[src/rtl/sleep_mps_pkg.sv]
package sleep_mps_pkg;

    typedef enum logic [1:0] {
        MODE_AWAKE = 2'd0,
        MODE_SLEEP = 2'd1,
        MODE_ULP   = 2'd2
    } pd_mode_e;

    typedef struct packed {
        logic sleep_fall;
        logic wake_fall;
        logic ulp_low;
    } ctrl_evt_t;

    localparam int unsigned LED_HZ_SLOW  = 250;
    localparam int unsigned LED_HZ_FAST  = 15625;
    localparam int unsigned LED_DUTY_DIV = 4;
    localparam int unsigned SYNC_STAGES  = 2;
    localparam int unsigned CTRL_LINES   = 3;
    localparam int unsigned LINE_SL      = 0;
    localparam int unsigned LINE_WK      = 1;
    localparam int unsigned LINE_ULP     = 2;

    function automatic int unsigned us_to_cycles(input int unsigned clk_hz,
                                                 input int unsigned us);
        longint unsigned t;
        t = (longint'(clk_hz) * longint'(us)) / 64'd1000000;
        if (t == 0) t = 1;
        return int'(t);
    endfunction

    function automatic int unsigned led_period_cycles(input int unsigned clk_hz,
                                                      input bit fast);
        int unsigned p;
        p = clk_hz / (fast ? LED_HZ_FAST : LED_HZ_SLOW);
        if (p < LED_DUTY_DIV) p = LED_DUTY_DIV;
        return p;
    endfunction

    function automatic int unsigned cnt_width(input int unsigned period);
        return (period < 2) ? 1 : $clog2(period + 1);
    endfunction

endpackage

[src/rtl/slp_sync_fall.sv]
module slp_sync_fall
    import sleep_mps_pkg::*;
#(
    parameter int unsigned W      = 3,
    parameter int unsigned STAGES = SYNC_STAGES
) (
    input  logic         clk,
    input  logic         rst,
    input  logic [W-1:0] din,
    output logic [W-1:0] level,
    output logic [W-1:0] fall
);
    logic [W-1:0] stg [STAGES];
    logic [W-1:0] prev;

    always_ff @(posedge clk) begin
        if (rst) begin
            for (int k = 0; k < int'(STAGES); k++) stg[k] <= '1;
            prev <= '1;
        end else begin
            stg[0] <= din;
            for (int k = 1; k < int'(STAGES); k++) stg[k] <= stg[k-1];
            prev <= stg[STAGES-1];
        end
    end

    assign level = stg[STAGES-1];
    assign fall  = prev & ~level;

endmodule

[src/rtl/slp_mode_fsm.sv]
module slp_mode_fsm
    import sleep_mps_pkg::*;
(
    input  logic      clk,
    input  logic      rst,
    input  ctrl_evt_t evt,
    output pd_mode_e  mode
);
    pd_mode_e mode_nx;

    always_comb begin
        mode_nx = mode;
        if (evt.wake_fall) begin
            mode_nx = MODE_AWAKE;
        end else if (evt.sleep_fall && mode == MODE_AWAKE) begin
            mode_nx = evt.ulp_low ? MODE_ULP : MODE_SLEEP;
        end
    end

    always_ff @(posedge clk) begin
        if (rst) mode <= MODE_AWAKE;
        else     mode <= mode_nx;
    end

    // a wake edge always leaves the block awake, even with a sleep edge beside it
    a_r6_wake_wins: assert property (@(posedge clk) disable iff (rst)
        evt.wake_fall |=> mode == MODE_AWAKE);

    // sleep edge with the select low lands in ultra-low-power sleep
    a_r3_ulp_entry: assert property (@(posedge clk) disable iff (rst)
        (mode == MODE_AWAKE && evt.sleep_fall && !evt.wake_fall && evt.ulp_low)
        |=> mode == MODE_ULP);

    // sleep edge with the select high lands in normal sleep
    a_r2_sleep_entry: assert property (@(posedge clk) disable iff (rst)
        (mode == MODE_AWAKE && evt.sleep_fall && !evt.wake_fall && !evt.ulp_low)
        |=> mode == MODE_SLEEP);

    // once asleep, only a wake edge moves the state
    a_r11_asleep_holds: assert property (@(posedge clk) disable iff (rst)
        (mode != MODE_AWAKE && !evt.wake_fall) |=> $stable(mode));

endmodule

[src/rtl/slp_duty_timer.sv]
module slp_duty_timer
    import sleep_mps_pkg::*;
#(
    parameter int unsigned PERIOD   = 64,
    parameter int unsigned HIGH_CYC = 16
) (
    input  logic clk,
    input  logic rst,
    input  logic en,
    output logic active
);
    localparam int unsigned CW = cnt_width(PERIOD);
    localparam logic [CW-1:0] LAST = CW'(PERIOD - 1);

    logic [CW-1:0] cnt;

    always_ff @(posedge clk) begin
        if (rst || !en)       cnt <= '0;
        else if (cnt == LAST) cnt <= '0;
        else                  cnt <= cnt + 1'b1;
    end

    assign active = en && (32'(cnt) < HIGH_CYC);

    // the phase counter never leaves its period
    a_r8_cnt_range: assert property (@(posedge clk) disable iff (rst)
        32'(cnt) < PERIOD);

    // a running schedule only returns to zero from the last cycle of its period
    a_r9_wrap_point: assert property (@(posedge clk) disable iff (rst)
        (en && $past(en) && cnt == '0) |-> $past(cnt) == LAST);

endmodule

[src/rtl/sleep_mps_ctrl.sv]
module sleep_mps_ctrl
    import sleep_mps_pkg::*;
#(
    parameter int unsigned CLK_HZ     = 25_000_000,
    parameter bit          LED_FAST   = 1'b0,
    parameter int unsigned MPS_ON_US  = 84_000,
    parameter int unsigned MPS_OFF_US = 228_000
) (
    input  logic clk,
    input  logic rst,
    input  logic sl_n,
    input  logic wk_n,
    input  logic ulp_n,
    input  logic thermal_hot,
    input  logic pg_in,
    output logic pg_out,
    output logic led_en,
    output logic mps_load_en,
    output logic sleep_active,
    output logic ulp_active
);
    localparam int unsigned LED_PERIOD = led_period_cycles(CLK_HZ, LED_FAST);
    localparam int unsigned LED_HIGH   = LED_PERIOD / LED_DUTY_DIV;
    localparam int unsigned MPS_ON     = us_to_cycles(CLK_HZ, MPS_ON_US);
    localparam int unsigned MPS_PERIOD = MPS_ON + us_to_cycles(CLK_HZ, MPS_OFF_US);

    logic [CTRL_LINES-1:0] raw_lines;
    logic [CTRL_LINES-1:0] sync_level;
    logic [CTRL_LINES-1:0] sync_fall;
    ctrl_evt_t             evt;
    pd_mode_e              mode;
    logic                  led_run, mps_run, led_phase;

    assign raw_lines[LINE_SL]  = sl_n;
    assign raw_lines[LINE_WK]  = wk_n;
    assign raw_lines[LINE_ULP] = ulp_n;

    slp_sync_fall #(.W(CTRL_LINES), .STAGES(SYNC_STAGES)) u_sync (
        .clk   (clk),
        .rst   (rst),
        .din   (raw_lines),
        .level (sync_level),
        .fall  (sync_fall)
    );

    assign evt.sleep_fall = sync_fall[LINE_SL];
    assign evt.wake_fall  = sync_fall[LINE_WK];
    assign evt.ulp_low    = ~sync_level[LINE_ULP];

    slp_mode_fsm u_fsm (
        .clk  (clk),
        .rst  (rst),
        .evt  (evt),
        .mode (mode)
    );

    assign led_run = (mode != MODE_AWAKE);
    assign mps_run = (mode == MODE_ULP);

    slp_duty_timer #(.PERIOD(LED_PERIOD), .HIGH_CYC(LED_HIGH)) u_led_tmr (
        .clk    (clk),
        .rst    (rst),
        .en     (led_run),
        .active (led_phase)
    );

    slp_duty_timer #(.PERIOD(MPS_PERIOD), .HIGH_CYC(MPS_ON)) u_mps_tmr (
        .clk    (clk),
        .rst    (rst),
        .en     (mps_run),
        .active (mps_load_en)
    );

    assign led_en       = led_phase & ~thermal_hot;
    assign pg_out       = pg_in & (mode == MODE_AWAKE);
    assign sleep_active = led_run;
    assign ulp_active   = mps_run;

    // a reported edge always corresponds to a line that now reads low
    for (genvar g = 0; g < CTRL_LINES; g++) begin : g_edge_chk
        a_r12_fall_level: assert property (@(posedge clk) disable iff (rst)
            sync_fall[g] |-> !sync_level[g]);
    end

    // power-good never reaches the converter while asleep
    a_r7_pg_low_asleep: assert property (@(posedge clk) disable iff (rst)
        sleep_active |-> !pg_out);

    // a hot die never sees an LED pulse
    a_r10_thermal_blank: assert property (@(posedge clk) disable iff (rst)
        thermal_hot |-> !led_en);

    // the signature load only runs in ultra-low-power sleep
    a_r9_mps_only_ulp: assert property (@(posedge clk) disable iff (rst)
        mps_load_en |-> ulp_active);

    // leaving sleep stops both pulse outputs on the next cycle
    a_r5_wake_quiet: assert property (@(posedge clk) disable iff (rst)
        $fell(sleep_active) |-> (!led_en && !mps_load_en));

endmodule

[config.mk]
export PLATFORM = sky130hd
export DESIGN_NAME = sleep_mps_ctrl
export DESIGN_NICKNAME = d
export VERILOG_FILES = /design/src/rtl/sleep_mps_pkg.sv /design/src/rtl/slp_sync_fall.sv /design/src/rtl/slp_mode_fsm.sv /design/src/rtl/slp_duty_timer.sv /design/src/rtl/sleep_mps_ctrl.sv
export SDC_FILE = /design/constraint.sdc
export NUM_CORES = 1
export LEC_CHECK = 0
export BUFFER_PORTS_ARGS = -buffer_cell sky130_fd_sc_hd__buf_2
export CAP_MARGIN = 15
export CORE_MARGIN = 3
export CORE_UTILIZATION = 64
export DETAILED_ROUTE_END_ITERATION = 10
export PLACE_DENSITY = 0.88
export SYNTH_ARGS = -nofsm -noshare
export SYNTH_HDL_FRONTEND = slang
export SYNTH_SLANG_ARGS = --single-unit
[constraint.sdc]
create_clock -name clk -period 4.8 [get_ports clk]
set_input_delay 1.44 -clock clk [delete_from_list [all_inputs] [get_ports clk]]
set_output_delay 1.44 -clock clk [all_outputs]
set_load 0.05 [all_outputs]
==> impl_metrics.ini, run 1 <==
[status]
outcome = complete, no violations

[run]
drv_cap = 0

[final_layout]
drive_above_1_share_pct = 15.53
fin_nets = 272
areaGrowthSynthToFinish_pct = 5.032
nFillCells = 271
stdcell_area_sq_um = 2429
antennaDiodeCount = 0

[global_route]
grt_usage_pct = 20.87
grt_first_pass_wirelength_mm = 6.955
gr-total-overflow = 0
antenna_found_initial = 0
grt_pass1_vias = 1542
grt_max_degree = 24

[floorplan]
core_sq_um = 3416
io_pins = 12
die_x_um = 66.11
die_h_um = 66.11
die_area_sq_um = 4370
rows = 21
start_util_pct = 67.69

[timing]
layout_setup_ws_ns = 0.9478
slew_viol_final = 0
skew_ns = 0.01814
min_period_ns = 3.852
tightestPinTransition_ns = 0.6934
finalSetupViolations = 0
post-route-period-util_pct = 80.25
fin_setup_tns_ns = 0
fmax_ghz = 0.2596
rsz0062_at_grt = false
max-slew-margin-rel_pct = 53.77
hold_viol = 0

[synth]
yosysUniqueCellTypes = 44
ys_ff_latch = 50
syn_area_per_cell_sq_um = 9.103
syn_inst = 254
yosysSeqAreaShare_pct = 43.29
synth_area_sq_um = 2312
syn-num-nets = 263
yosys_warnings = 0

[pwr]
power.leakage_nw = 0.7962
total_power_mw = 0.6360
p_per_area_nw_per_um2 = 261.9
ir_drop_mv = 0.2575

[setup_path]
crit_path_end_kind = output port
cp-endpoint = led_en
critical_path_arrival_ns = 2.41
crit_type = primary input to output port
crit_start = thermal_hot
worst_r2r_endpoint = u_led_tmr.cnt[11]
cp_max_fo = 1
r2r-start = u_led_tmr.cnt[9]
startpoint_type = primary input
required_ns = 3.36
rr_worst_depth = 4
r2r_slack_ns = 2.83

[hold_path]
hp-class = flip-flop to flip-flop

[routing]
viasPerCell = 5.803
post-route-drc-count = 0
dr.pass1.iters = 4
ant_nets = 0
drt_iter0_drc = 106
drt_wl_total_mm = 4.119
dr_total_vias = 1799
wire_per_inst_um = 13.29

[clock_tree]
cts_root_buffer = clkbuf_4
cts_buffers = 5
htreeDepth = 2
clk-insertion-delay-late_ns = 0.38
clock_sinks = 50
cts_tree = built
hold_buffers = 0
postCtsSetupBuffers = 0
cts.path.max_buffers = 2
cts.repair.resized = 0
clkSlewWorstSetupHoldPaths_ns = 0.14

[placement]
gp_congestion = 0.8034
numPortBuffers = 11
dpl_worst_slack_ns = 0.9606
place_area_sq_um = 2367
dp_hpwl_mm = 2.853
==> kinds of logic (layout without fill, tap and decap cells) <==
logic type	after synthesis	in the layout	synth area share (%)
compound gates	30	30	8.172
buf+inv	21	31	4.491
simple gates	126	126	33.50
flops	50	50	43.29
xor+xnor	25	25	9.470
fa+ha+maj	2	2	1.082
==> metrics by stage <==
step | hold WS (ns) | instances | util, %
2_1_floorplan | 0.3895 | 254 | -
3_3_place_gp | 0.3906 | 302 | 69.30
3_5_place_dp | 0.3943 | 302 | 69.30
4_1_cts | 0.4296 | 310 | 71.10
5_1_grt | 0.4317 | 310 | 71.10
6_report | 0.4298 | 310 | 71.10
==> power breakdown <==
| part | internal (mW) | switching [mW] | total [mW] |
|---|---|---|---|
| Clock | 0.0588 | 0.137 | 0.196 |
| Combinational | 0.00654 | 0.0125 | 0.0190 |
| Sequential | 0.419 | 0.00196 | 0.421 |
| Total | 0.484 | 0.152 | 0.636 |
==> cell usage in the layout (no fill, tap or decap), drive strengths merged, types with 7 or more instances in the layout <==
master  netlist  layout
a21oi        11      11
buf           7      11
or2           9       9
nand3        12      12
inv          12      13
nand2        10      10
or4          10      10
o21ai         8       8
dfxtp        50      50
nor2         35      35
nand4        12      12
xnor2        13      13
or3           7       7
xor2         12      12
==> worst min path at each step <==
stage	startpoint	cells after the start	endpoint	slack [ns]
final	u_sync.stg[0][1]	1	u_sync.stg[0][4]	0.43
after global routing	u_sync.stg[0][1]	1	u_sync.stg[0][4]	0.43
after CTS	u_sync.stg[0][1]	1	u_sync.stg[0][4]	0.43
after detailed placement	u_sync.stg[0][1]	1	u_sync.stg[0][4]	0.39
after global placement	u_sync.stg[0][2]	1	u_sync.stg[0][5]	0.39
after floorplan	u_sync.stg[0][0]	1	u_sync.stg[0][3]	0.39
==> registers in the layout (all words and copies together), names as in the netlist <==
name and cells:
u_fsm.mode 2, u_led_tmr.cnt 17, u_sync.stg 6, u_mps_tmr.cnt 23
u_sync.prev 2
==> synthesized netlist by cell type (all sizes together) <==
library cell	instances	area [sq um]
nand2b	1	6.260
or4bb	2	22.52
nand3	12	77.58
nor2	35	131.4
a2111oi	1	8.760
clkbuf	2	7.510
a31oi	1	6.260
or4	10	82.58
nor4bb	2	20.02
ha	2	25.02
nor4	5	31.28
a41oi	2	17.52
xnor2	13	113.9
and3	3	18.77
or3	7	48.80
a21oi	11	58.81
a31o	1	8.760
o31ai	5	37.54
and2	5	31.28
buf	7	51.30
o21a	1	7.510
or2	9	56.30
nand2	10	37.54
dfxtp	50	1001
xor2	12	105.1
nand4b	1	8.760
nor3	5	25.02
o21ai	8	43.79
nor2b	2	12.51
inv	12	45.04
and4	5	46.29
nand4	12	117.6
==> layer usage <==
metal / GRT usage [%] / share of wire (%) / vias to the layer above
met1: 26.79 / 47 / 835
li1: - / - / 914
met2: 33.09 / 48 / 40
met4: 8.376 / 2.1 / 0
met5: 0 / 0 / -
met3: 5.612 / 3.7 / 10
==> worst max-delay path: stages <==
cell	delay, ns
buf_2	0.09
or4_1	0.46
a31oi_1	0.14
buf_2	0.28
==> layout make-up <==
type	count	area, sq um	area share (%)
Multi-Input combinational cell	183	1209	49.77
Sequential cell	50	1001	41.22
Tap cell	46	57.56	2.370
Timing Repair Buffer	11	55.05	2.267
Inverter	12	45.04	1.855
Clock buffer	5	37.54	1.546
Clock inverter	3	23.77	0.9789
No activity file was read; power rests on OpenSTA's default activity.
==> run 2: changes to the inputs <==
Settings changed: CORE_UTILIZATION 64 to 54, PLACE_DENSITY 0.88 to 0.79.
Clock period 4.8 ns to 3.1 ns, I/O delays scaled along.
==> run 2 against run 1 <==
Wire length up 1.0%. Cell area up 3.7%. Die area up 17%. Largest power group unchanged. Via count down 1.8%. Largest cell class unchanged. Critical endpoint is now mps_load_en. Combinational power up 55%. Clock skew down 0.0096 ns. Cell count up 1.3%. Clock power up 130%. Critical path type is now flip-flop to output port. Non-clock buffer count unchanged. Sequential share of layout area down 1.5 points. Register-to-register slack worse by 1.7 ns.
==> impl_metrics.ini, run 2 (same netlist as run 1, synthesis figures left out) <==
[status]
outcome = complete, no violations

[pwr]
total_power_mw = 1.137
swShare_pct = 21.08
power.switching_mw = 0.2398
p_int_mw = 0.8977
ir_drop_mv = 0.3586
seq_power_share_pct = 57.2
clkPwrFrac_pct = 40.2
combPwrFrac_pct = 2.6
power.leakage_nw = 0.8238
p_per_area_nw_per_um2 = 451.6

[placement]
gp_congestion = 0.8053
dp_hpwl_mm = 2.849
numPortBuffers = 11

[routing]
wire_per_inst_um = 13.25
post-route-drc-count = 0
viasPerCell = 5.624
dr.pass1.iters = 4
drt_wl_total_mm = 4.162
drt_iter0_drc = 100
ant_nets = 0
dr_total_vias = 1766

[run]
drv_cap = 0

[hold_path]
hold_depth = 1
hp-class = flip-flop to flip-flop
worstHoldStart = u_sync.stg[0][2]
min_to = u_sync.stg[0][5]

[setup_path]
startpoint_type = flip-flop
cp_max_fo = 6
path_cells = or4_1 > nor2_2 > nand4b_1 > a2111oi_4 > buf_6
r2r_slack_ns = 1.14
critical_path_arrival_ns = 2.10
crit_type = flip-flop to output port
slowest_delay_ns = 0.54
r2r-start = u_mps_tmr.cnt[16]
rr_worst_depth = 4
required_ns = 2.17
critical_path.slowest_cell = or4_1
crit_path_end_kind = output port
worst_r2r_endpoint = u_mps_tmr.cnt[7]

[final_layout]
drive_above_1_share_pct = 16.67
areaGrowthSynthToFinish_pct = 8.929
top_register = u_mps_tmr.cnt
antennaDiodeCount = 0
fin_nets = 272
utilization_pct = 62.07
final_cell_mix = dfxtp_1 (50), nor2_1 (34), xnor2_1 (13)
largest_register_ffs = 23
largestRegisters = u_mps_tmr.cnt: 23 flops, u_led_tmr.cnt: 17 flops, u_sync.stg: 6 flops
final_common_cell = dfxtp_1

[global_route]
grt_max_degree = 24
gr-total-overflow = 0
grt_first_pass_wirelength_mm = 6.982
antenna_found_initial = 0
grt_usage_pct = 17.00
grt_pass1_vias = 1587

[clock_tree]
clock_sinks = 50
cts_root_buffer = clkbuf_8
cts.path.max_buffers = 2
cts_buffers = 5
htreeDepth = 2
cts_tree = built
clkSlewWorstSetupHoldPaths_ns = 0.09
hold_buffers = 0
clk-insertion-delay-late_ns = 0.31

[floorplan]
io_pins = 12
start_util_pct = 56.98
die_area_sq_um = 5103
die_x_um = 71.44
core_sq_um = 4058
die_h_um = 71.44
rows = 23

[timing]
hold_viol = 0
max-slew-margin-rel_pct = 54.74
finalSetupViolations = 0
skew_ns = 0.008584
min_period_ns = 3.025
hold_slack_ns = 0.4190
post-route-period-util_pct = 97.59
fmax_ghz = 0.3306
tightestPinTransition_ns = 0.6789
slew_viol_final = 0
-- run 2: cell types whose count changed in the layout (fill, tap and decap cells not counted), sizes merged --
| cell | before | now |
|---|---|---|
| bufinv | 0 | 1 |
| inv | 13 | 12 |
-- run 2: metrics by stage --
| stage | cell area (sq um) | TNS, ns | worst slack, ns | std cells |
|---|---|---|---|---|
| after detailed placement | 2384 | 0 | 0.2500 | 306 |
| after floorplan | 2325 | -0.03694 | -0.03694 | 254 |
| after global placement | 2384 | 0 | 0.2589 | 306 |
| after CTS | 2502 | 0 | 0.05459 | 314 |
| after global routing | 2519 | -0.007582 | -0.007582 | 314 |
| final | 2519 | 0 | 0.07475 | 314 |
-- run 2: metal layers --
layer  vias to the layer above  global-route usage (%)  share of wire, %
met4                         0                   7.307               2.3
met5                         -                       0                 0
met2                        26                   27.35                47
met1                       817                   21.50                47
li1                        912                       -                 -
met3                        11                   4.488               3.2
-- run 2: layout make-up --
| type | count | area, sq um |
|---|---|---|
| inverters | 12 | 45.04 |
| clock inverters | 3 | 45.04 |
| repair buffers | 11 | 61.31 |
| multi-input cells | 183 | 1235 |
| fillers | 349 | 1539 |
| flip-flops and latches | 50 | 1001 |
| well taps | 50 | 62.56 |
| clock buffers | 5 | 68.82 |
-- run 2: worst max path at each step --
stage,startpoint,endpoint,slack [ns],depth (start not counted)
floorplan,u_mps_tmr.cnt[13],mps_load_en,-0.04,4
global placement,thermal_hot,led_en,0.26,4
detailed placement,thermal_hot,led_en,0.25,4
CTS,u_mps_tmr.cnt[13],mps_load_en,0.05,5
global route,u_mps_tmr.cnt[13],mps_load_en,-0.008,5
finish,u_mps_tmr.cnt[13],mps_load_en,0.07,5
-- run 2: worst max-delay path, delay by kind of cell (launching register included) --
family,cells,cell delay (ns)
simple gates,3,0.84
flops,1,0.37
compound gates,1,0.36
buf+inv,1,0.21
-- run 2: power groups by stage --
stage / sequential [mW] / clock [mW] / combinational [mW]
floorplan: 0.664 / 0 / 0.0216
CTS: 0.650 / 0.477 / 0.0301
global placement: 0.665 / 0 / 0.0294
finish: 0.650 / 0.458 / 0.0295
detailed placement: 0.665 / 0 / 0.0299
global route: 0.651 / 0.497 / 0.0322
-- run 2: repair_timing --
item / 4_1_cts / 5_1_grt
setup endpoints to repair: 1 / 1
gates cloned: 0 / 0
pin swaps: 1 / 0
buffers inserted: 0 / 0
resized for setup: 2 / 2
==> run 3: changes to the inputs <==
==> constraint.sdc (replaced) <==
create_clock -name clk -period 3.1 [get_ports clk]
set_input_delay 0.62 -clock clk [delete_from_list [all_inputs] [get_ports clk]]
set_output_delay 0.62 -clock clk [all_outputs]
set_load 0.05 [all_outputs]
==> run 3 against run 2 <==
Register-to-register slack worse by 0.02 ns. Maximum frequency up 9.2%. Worst hold slack worse by 0.0019 ns. Sequential share of layout area up 0.059 points. Cell count unchanged. Clock-buffer cell count unchanged. Worst setup slack better by 0.26 ns. Highest routed layer unchanged.
==> impl_metrics.ini, run 3 (same netlist as run 1, synthesis figures left out) <==
[setup_path]
critical_path_buf_inv_count = 1
cp_top_family = simple AND/OR/NAND/NOR gates
worst_r2r_endpoint = u_mps_tmr.cnt[8]
path_cells = or4_1 > nor2_1 > nand4b_1 > a2111oi_2 > buf_2
critical_path.slowest_cell = or4_1
cp.depth = 5
cp_max_fo = 6
required_ns = 2.48
r2r-start = u_mps_tmr.cnt[16]
crit_path_end_kind = output port
r2r_slack_ns = 1.12
startpoint_type = flip-flop
crit_type = flip-flop to output port
slowest_delay_ns = 0.52
rr_worst_depth = 4
critical_path_arrival_ns = 2.15

[final_layout]
fin_nets = 272
instances_no_fill = 314
drive_above_1_share_pct = 15.91
stdcell_area_sq_um = 2515
antennaDiodeCount = 0
final_common_cell = dfxtp_1
top_register = u_mps_tmr.cnt
final_cell_mix = dfxtp_1 (50), nor2_1 (35), xnor2_1 (13)
areaGrowthSynthToFinish_pct = 8.766
largest_register_ffs = 23
largestRegisters = u_mps_tmr.cnt: 23 flops, u_led_tmr.cnt: 17 flops, u_sync.stg: 6 flops

[routing]
dr.pass1.iters = 4
ant_nets = 0
viasPerCell = 5.643
drt_iter0_drc = 122
post-route-drc-count = 0
wire_per_inst_um = 12.81
drt_wl_total_mm = 4.023
dr_total_vias = 1772

[placement]
dpl_worst_slack_ns = 0.6644
place_area_sq_um = 2377
dp.cells = 306
gp_congestion = 0.8187
numPortBuffers = 11
dp_hpwl_mm = 2.784

[clock_tree]
cts_buffers = 5
cts.repair.resized = 0
cts_root_buffer = clkbuf_8
htreeDepth = 2
hold_buffers = 0
clock_sinks = 50
cts_tree = built
cts.path.max_buffers = 2
postCtsSetupBuffers = 0
clk-insertion-delay-late_ns = 0.30
clkSlewWorstSetupHoldPaths_ns = 0.09

[run]
drv_cap = 0

[floorplan]
io_pins = 12
die_x_um = 71.44
rows = 23
start_util_pct = 56.98
die_area_sq_um = 5103
die_h_um = 71.44
core_sq_um = 4058

[timing]
fmax_ghz = 0.3610
tightestPinTransition_ns = 0.6798
min_period_ns = 2.770
hold_viol = 0
skew_ns = 0.005488
rsz0062_at_grt = false
finalSetupViolations = 0
post-route-period-util_pct = 89.36
max-slew-margin-rel_pct = 54.67
fin_setup_tns_ns = 0
slew_viol_final = 0
layout_setup_ws_ns = 0.3300

[global_route]
grt_usage_pct = 17.41
gr-total-overflow = 0
antenna_found_initial = 0
grt_pass1_vias = 1654
grt_max_degree = 24
grt_first_pass_wirelength_mm = 7.314

[hold_path]
hp-class = flip-flop to flip-flop
worstHoldStart = u_sync.stg[0][2]
min_to = u_sync.stg[0][5]
hold_depth = 1

[pwr]
p_per_area_nw_per_um2 = 483.8
power.leakage_nw = 0.8375
ir_drop_mv = 0.3474

[status]
outcome = complete, no violations
==> run 3: metrics by stage <==
step | util, % | hold slack [ns] | total power, mW
after global routing | 61.98 | 0.4361 | 1.263
after global placement | 58.59 | 0.3941 | 0.6943
final | 61.98 | 0.4171 | 1.217
after CTS | 61.98 | 0.4210 | 1.232
after detailed placement | 58.59 | 0.3992 | 0.6948
after floorplan | - | 0.3895 | 0.6859
==> run 3: worst register-to-register path, delay by kind of cell (launching register included) <==
family,cells,cell delay (ns)
AOI/OAI and AO/OA,1,0.49
DFF,1,0.48
and+or+nand+nor,3,0.88
==> run 3: layer usage <==
metal / share of wire (%) / GRT usage [%] / up-vias
met5: 0 / 0 / -
met4: 1.1 / 5.846 / 0
met3: 3.0 / 3.787 / 6
met2: 46 / 27.45 / 23
met1: 50 / 23.70 / 824
li1: - / - / 919
==> run 3: power by group <==
part / switching (mW) / internal [mW] / leakage (nW)
Combinational: 0.0193 / 0.0101 / 0.365
Clock: 0.214 / 0.323 / 0.0683
Sequential: 0.00280 / 0.647 / 0.404
==> run 3: layout make-up <==
cell class,count,area (sq um)
Clock buffer,5,68.82
Tap cell,50,62.56
Multi-Input combinational cell,183,1214
Clock inverter,3,68.82
Timing Repair Buffer,11,55.05
Sequential cell,50,1001
Inverter,12,45.04
Fill cell,339,1543
==> run 3: worst max-delay path by stage <==
stage / from / endpoint / slack [ns]
2_1_floorplan: u_mps_tmr.cnt[13] / mps_load_en / 0.27
3_3_place_gp: u_mps_tmr.cnt[13] / mps_load_en / 0.68
3_5_place_dp: u_mps_tmr.cnt[13] / mps_load_en / 0.66
4_1_cts: u_mps_tmr.cnt[13] / mps_load_en / 0.32
5_1_grt: u_mps_tmr.cnt[13] / mps_load_en / 0.17
6_report: u_mps_tmr.cnt[13] / mps_load_en / 0.33
